## src/rtl/chan_framer_pkg.sv

```systemverilog
package chan_framer_pkg;
  localparam int TICK_W          = 3;
  localparam int TICKS_PER_FRAME = 1 << TICK_W;
  localparam int WIDE_E_W        = 13;
  localparam int NARROW_E_W      = 5;

  function automatic int energy_w(input bit narrow);
    return narrow ? NARROW_E_W : WIDE_E_W;
  endfunction
endpackage

```

## src/rtl/tick_phase.sv

```systemverilog
module tick_phase
  import chan_framer_pkg::*;
(
  input  logic              clk,
  input  logic              rst_n,
  input  logic              tick_en,
  input  logic              frame_start,
  output logic [TICK_W-1:0] cur_tick,
  output logic              last_tick
);
  logic [TICK_W-1:0] cnt_q;

  assign cur_tick  = (tick_en && frame_start) ? '0 : cnt_q;
  assign last_tick = tick_en && (cur_tick == {TICK_W{1'b1}});

  always_ff @(posedge clk or negedge rst_n) begin
    if (!rst_n)       cnt_q <= '0;
    else if (tick_en) cnt_q <= cur_tick + TICK_W'(1);
  end


  restart_zero_chk: assert property (@(posedge clk) disable iff (!rst_n)
    tick_en && frame_start |=> cnt_q == TICK_W'(1));


  idle_hold_chk: assert property (@(posedge clk) disable iff (!rst_n)
    !tick_en |=> $stable(cnt_q));
endmodule

```

## src/rtl/chan_capture.sv

```systemverilog
module chan_capture
  import chan_framer_pkg::*;
#(
  parameter int E_IN_W = 16,
  parameter int E_W    = 13,
  localparam int WORD_W = E_W + TICK_W
) (
  input  logic              clk,
  input  logic              rst_n,
  input  logic              tick_en,
  input  logic              frame_start,
  input  logic              frame_end,
  input  logic [TICK_W-1:0] cur_tick,
  input  logic              pulse_vld,
  input  logic [E_IN_W-1:0] energy_in,
  output logic [WORD_W-1:0] word_eff
);
  localparam logic [E_IN_W-1:0] MAX_IN = E_IN_W'((1 << E_W) - 1);

  logic              held_q, base_held, take, held_eff;
  logic [WORD_W-1:0] word_q;
  logic [E_W-1:0]    e_sat;

  assign base_held = (tick_en && frame_start) ? 1'b0 : held_q;
  assign take      = tick_en && pulse_vld && !base_held;
  assign e_sat     = (energy_in > MAX_IN) ? {E_W{1'b1}} : energy_in[E_W-1:0];
  assign held_eff  = base_held | take;

  always_comb begin
    if (take)           word_eff = {e_sat, cur_tick};
    else if (base_held) word_eff = word_q;
    else                word_eff = '0;
  end

  always_ff @(posedge clk or negedge rst_n) begin
    if (!rst_n) begin
      held_q <= 1'b0;
      word_q <= '0;
    end else if (frame_end) begin
      held_q <= 1'b0;
      word_q <= '0;
    end else begin
      held_q <= held_eff;
      word_q <= word_eff;
    end
  end


  first_kept_chk: assert property (@(posedge clk) disable iff (!rst_n)
    held_q && !(tick_en && (frame_start || frame_end)) |=> held_q && $stable(word_q));


  idle_ignore_chk: assert property (@(posedge clk) disable iff (!rst_n)
    !tick_en |=> $stable(word_q) && $stable(held_q));
endmodule

```

## src/rtl/frame_out_stage.sv

```systemverilog
module frame_out_stage #(
  parameter int FRAME_W = 64
) (
  input  logic               clk,
  input  logic               rst_n,
  input  logic               frame_end,
  input  logic [FRAME_W-1:0] frame_in,
  input  logic               out_ready,
  output logic               out_valid,
  output logic [FRAME_W-1:0] out_frame
);
  logic load;

  assign load = frame_end && (!out_valid || out_ready);

  always_ff @(posedge clk or negedge rst_n) begin
    if (!rst_n) begin
      out_valid <= 1'b0;
      out_frame <= '0;
    end else if (load) begin
      out_valid <= 1'b1;
      out_frame <= frame_in;
    end else if (out_ready) begin
      out_valid <= 1'b0;
    end
  end


  stall_hold_chk: assert property (@(posedge clk) disable iff (!rst_n)
    out_valid && !out_ready |=> out_valid && $stable(out_frame));


  valid_after_end_chk: assert property (@(posedge clk) disable iff (!rst_n)
    $rose(out_valid) |-> $past(frame_end));
endmodule

```

## src/rtl/chan_trig_framer.sv

```systemverilog
module chan_trig_framer
  import chan_framer_pkg::*;
#(
  parameter int N_CH   = 4,
  parameter int E_IN_W = 16,
  parameter bit NARROW = 1'b0,
  localparam int E_W     = energy_w(NARROW),
  localparam int WORD_W  = E_W + TICK_W,
  localparam int FRAME_W = N_CH * WORD_W
) (
  input  logic                     clk,
  input  logic                     rst_n,
  input  logic                     tick_en,
  input  logic                     frame_start,
  input  logic [N_CH-1:0]          pulse_vld,
  input  logic [N_CH*E_IN_W-1:0]   pulse_energy,
  output logic                     out_valid,
  input  logic                     out_ready,
  output logic [FRAME_W-1:0]       out_frame
);
  logic [TICK_W-1:0]  cur_tick;
  logic               last_tick;
  logic [FRAME_W-1:0] frame_eff;

  tick_phase u_phase (
    .clk(clk), .rst_n(rst_n), .tick_en(tick_en), .frame_start(frame_start),
    .cur_tick(cur_tick), .last_tick(last_tick)
  );

  for (genvar c = 0; c < N_CH; c++) begin : g_ch
    chan_capture #(.E_IN_W(E_IN_W), .E_W(E_W)) u_cap (
      .clk(clk), .rst_n(rst_n), .tick_en(tick_en), .frame_start(frame_start),
      .frame_end(last_tick), .cur_tick(cur_tick), .pulse_vld(pulse_vld[c]),
      .energy_in(pulse_energy[c*E_IN_W +: E_IN_W]),
      .word_eff(frame_eff[c*WORD_W +: WORD_W])
    );
  end

  frame_out_stage #(.FRAME_W(FRAME_W)) u_out (
    .clk(clk), .rst_n(rst_n), .frame_end(last_tick), .frame_in(frame_eff),
    .out_ready(out_ready), .out_valid(out_valid), .out_frame(out_frame)
  );
endmodule

```

## config.mk

```make
export PLATFORM = sky130hd
export DESIGN_NAME = chan_trig_framer
export DESIGN_NICKNAME = d
export VERILOG_FILES = /design/src/rtl/chan_framer_pkg.sv /design/src/rtl/tick_phase.sv /design/src/rtl/chan_capture.sv /design/src/rtl/frame_out_stage.sv /design/src/rtl/chan_trig_framer.sv
export SDC_FILE = /design/constraint.sdc
export NUM_CORES = 1
export LEC_CHECK = 0
export BUFFER_PORTS_ARGS = -buffer_cell sky130_fd_sc_hd__buf_2
export CORE_UTILIZATION = 49
export DETAILED_ROUTE_END_ITERATION = 8
export GPL_ROUTABILITY_DRIVEN = 0
export PLACE_DENSITY = 0.76
export SKIP_CTS_REPAIR_TIMING = 1
export SLEW_MARGIN = 20
export SYNTH_ARGS = -nofsm -noshare
export SYNTH_HDL_FRONTEND = slang
export SYNTH_SLANG_ARGS = --single-unit
```

## constraint.sdc

```tcl
create_clock -name clk -period 1.75 [get_ports clk]
set_input_delay 0.175 -clock clk [delete_from_list [all_inputs] [get_ports clk]]
set_output_delay 0.175 -clock clk [all_outputs]
set_load 0.02 [all_outputs]
```

==> flow_summary.ini <==
[outcome]
status = finished, violations left
violations = setup timing

[die]
core_area_um2 = 12100
die_area_um2 = 12800
dieHeight_um = 113
rows = 40
fp.dieW_um = 113
initial_core_util = 0.503
ios = 138

[critical_path]
cpMaxStageDelayCell = dfrtp_1
cp.arrival_ns = 2.09
cp_data_required_time_ns = 2.08
r2r_start = u_phase.cnt_q[1]$_DFFE_PN0P_
crit_chain = and2_4 > ha_4 > ha_4 > and2_4 > a21boi_4 > buf_12 > clkbuf_16 > mux2i_1
start_kind = flop
critPathTopFamily = buffers and inverters
cp_max_fo = 8
reg2reg_to = u_out.out_frame[42]$_DFFE_PN0P_
critPathKind = reg2reg
r2r_slack_ns = -0.01
critPathMaxStageDelay_ns = 0.35
crit_path_end_kind = flop
reg2regPathDepth = 8
critPathBufInv = 2

[placed_design]
dpl_cell_area_um2 = 6980
dp.cells = 814
port_buffers = 137
dp_hpwl_um = 9570

[clock_tree]
worst_skew_pair.late_latency_ns = 0.42
numClockSinks = 136
cts_buffers = 17
clockBufferDepth = 2
htreeDepth = 4
cts.clk_slew.worst_paths_ns = 0.06
cts_tree = built
clock_tree.root_cell = clkbuf_16

[grt]
grt_pass1_vias = 4698
gr-usage-met1 = 0.293
top_usage_layer = met2
grt_use_met2 = 0.394
grt_max_degree = 51
grt_antenna_before_repair = 0
grt_overflow = 0
grt_pass1_wl_um = 23100
grt_use_met3 = 0.0477
grt_usage = 0.234

[logic_synthesis]
synth_area_um2 = 6070
post_synth.cell_area_avg_um2 = 11.5
yosysWarnings = 0
synth-seq-cells = 136
ys_seq_area_frac = 0.561
synth_fp_nets = 605
synth.distinct_cells = 25
ys.flop_type = dfrtp_1
synth_edf_count = 0
async_reset_ff_frac = 1.00
synth_cells = 530

[detailed_routing]
drt_iter0_drc = 316
num_vias = 4719
wl_per_cell_um = 17.5
drt_wl_total_um = 15000
firstDrtPassIters = 7
avgViaCountPerCell = 5.54
drc = 0
ant_nets = 0

[sta]
rsz0062_at_grt = yes
slew_headroom = 0.511
period_share = 1.01
hold_violations = 0
fin_tns_setup_ns = -0.0121
slew_viol_final = 0
fmax_mhz = 568
tightestPinTransition_ns = 0.729
finalSetupViolations = 1
setup_ws_ns = -0.0121
skew_ns = 0.00910
timing.hold.ws_ns = 0.0791
min_period_ns = 1.76

[layout]
layout-drive-gt1-share = 0.304
regArea_um2 = 3400
nFillCells = 904
layoutNonFillerInstCount = 852
n_antenna_cell = 0
multi_input_area_um2 = 2190
fin_nets = 746
area_growth_pct = 28.8
fin_area_um2 = 7820

[pwr]
vdd_drop_max_v = 0.000685
p_total_mw = 12.7
power_density_nw_per_um2 = 1630
leakagePower_nw = 3.70

[hold_path]
hold_path_end = g_ch[3].u_cap.held_q$_DFF_PN0_
hold_depth = 3
holdCritStartpoint = pulse_vld[3]
min_path_type = in2reg

[flow_run]
drv_cap = 0
area by class of cell:
type | count | share of cell area
Clock inverter | 11 | 0.0275
Tap cell | 168 | 0.0269
Timing Repair Buffer | 164 | 0.136
Sequential cell | 136 | 0.435
Inverter | 69 | 0.0331
Multi-Input combinational cell | 283 | 0.280
Clock buffer | 21 | 0.0614
layout by cell type (no fill, tap or decap):
cell,instances
a21boi_1,4
clkbuf_8,4
mux2i_4,1
nor4bb_1,3
buf_4,14
mux2_1,2
clkinv_2,2
mux2i_2,1
a21boi_2,3
a21boi_4,2
nand2_1,1
bufinv_16,6
and2_1,5
o22ai_1,4
ha_4,2
and4bb_1,1
nor2_1,67
mux2i_1,62
buf_2,136
dfrtp_1,136
nand2_2,1
a22oi_1,12
dlygate4sd3_1,1
and2_4,3
clkbuf_16,21
a32oi_1,52
a21o_1,1
buf_6,2
clkinv_4,1
inv_6,1
buf_12,6
or4_1,52
clkinvlp_4,1
buf_16,1
inv_1,69
nand2b_1,4
synthesized netlist by cell type, types with 4 or more instances:
cell        n  area share
dfrtp_1   136        0.56
inv_1      69       0.043
nor2_1     67       0.041
mux2i_1    64        0.11
a32oi_1    52       0.075
or4_1      52       0.064
clkbuf_1   15      0.0093
buf_6      14       0.026
a22oi_1    12       0.015
and2_1      8      0.0082
buf_2       6      0.0049
a21boi_1    5      0.0062
nand2b_1    4      0.0041
o22ai_1     4      0.0041
logic make-up after synthesis:
logic type,Yosys count,synth area share
AO/OA/AOI/OAI,78,0.110
adder cells (fa/ha/maj),2,0.00412
buffers and inverters,111,0.0897
flip-flops,136,0.561
multiplexers,66,0.109
AND/OR/NAND/NOR,137,0.126
report_power, final:
part	switching, mW	internal, mW	total [mW]
sequential	0.505	4.20	4.70
combinational	2.43	1.40	3.84
clock	1.34	2.83	4.17
total	4.28	8.43	12.7
layer usage:
layer | vias to the layer above | share of wire
li1 | 2182 | -
met1 | 2315 | 0.42
met2 | 180 | 0.51
met3 | 42 | 0.050
met4 | 0 | 0.025
met5 | - | 0
sequential cells by signal, indices dropped and copies added, names as in the netlist:
name,flops
u_phase.cnt_q,3
g_ch.u_cap.held_q,4
u_out.out_frame,64
g_ch.u_cap.word_q,64
u_out.out_valid,1
per-stage QoR:
stage | worst slack (ns) | util
finish | -0.0121 | 0.648
global route | -0.0896 | 0.648
CTS | -0.0102 | 0.636
detailed placement | -0.0491 | 0.579
global placement | 0.0281 | 0.579
floorplan | -0.00929 | -
worst register-to-register path, stage by stage, from the launching register on:
cell and delay, ns:
dfrtp_1 0.35, and2_4 0.15, ha_4 0.13, ha_4 0.12, and2_4 0.13, a21boi_4 0.21
buf_12 0.19, clkbuf_16 0.19, mux2i_1 0.21
how the worst max path moves through the flow:
stage                                 start                               to  slack [ns]  depth (start not counted)
5_1_grt        u_phase.cnt_q[0]$_DFFE_PN0P_  u_out.out_frame[42]$_DFFE_PN0P_       -0.09                          8
4_1_cts        u_phase.cnt_q[1]$_DFFE_PN0P_   u_out.out_frame[6]$_DFFE_PN0P_       -0.01                          7
6_report       u_phase.cnt_q[1]$_DFFE_PN0P_  u_out.out_frame[42]$_DFFE_PN0P_       -0.01                          8
3_3_place_gp                    frame_start  u_out.out_frame[40]$_DFFE_PN0P_        0.03                          9
2_1_floorplan                       tick_en  u_out.out_frame[16]$_DFFE_PN0P_      -0.009                         11
3_5_place_dp                    frame_start   u_out.out_frame[6]$_DFFE_PN0P_       -0.05                          9
Note: power is estimated with default switching activity, not from simulation.
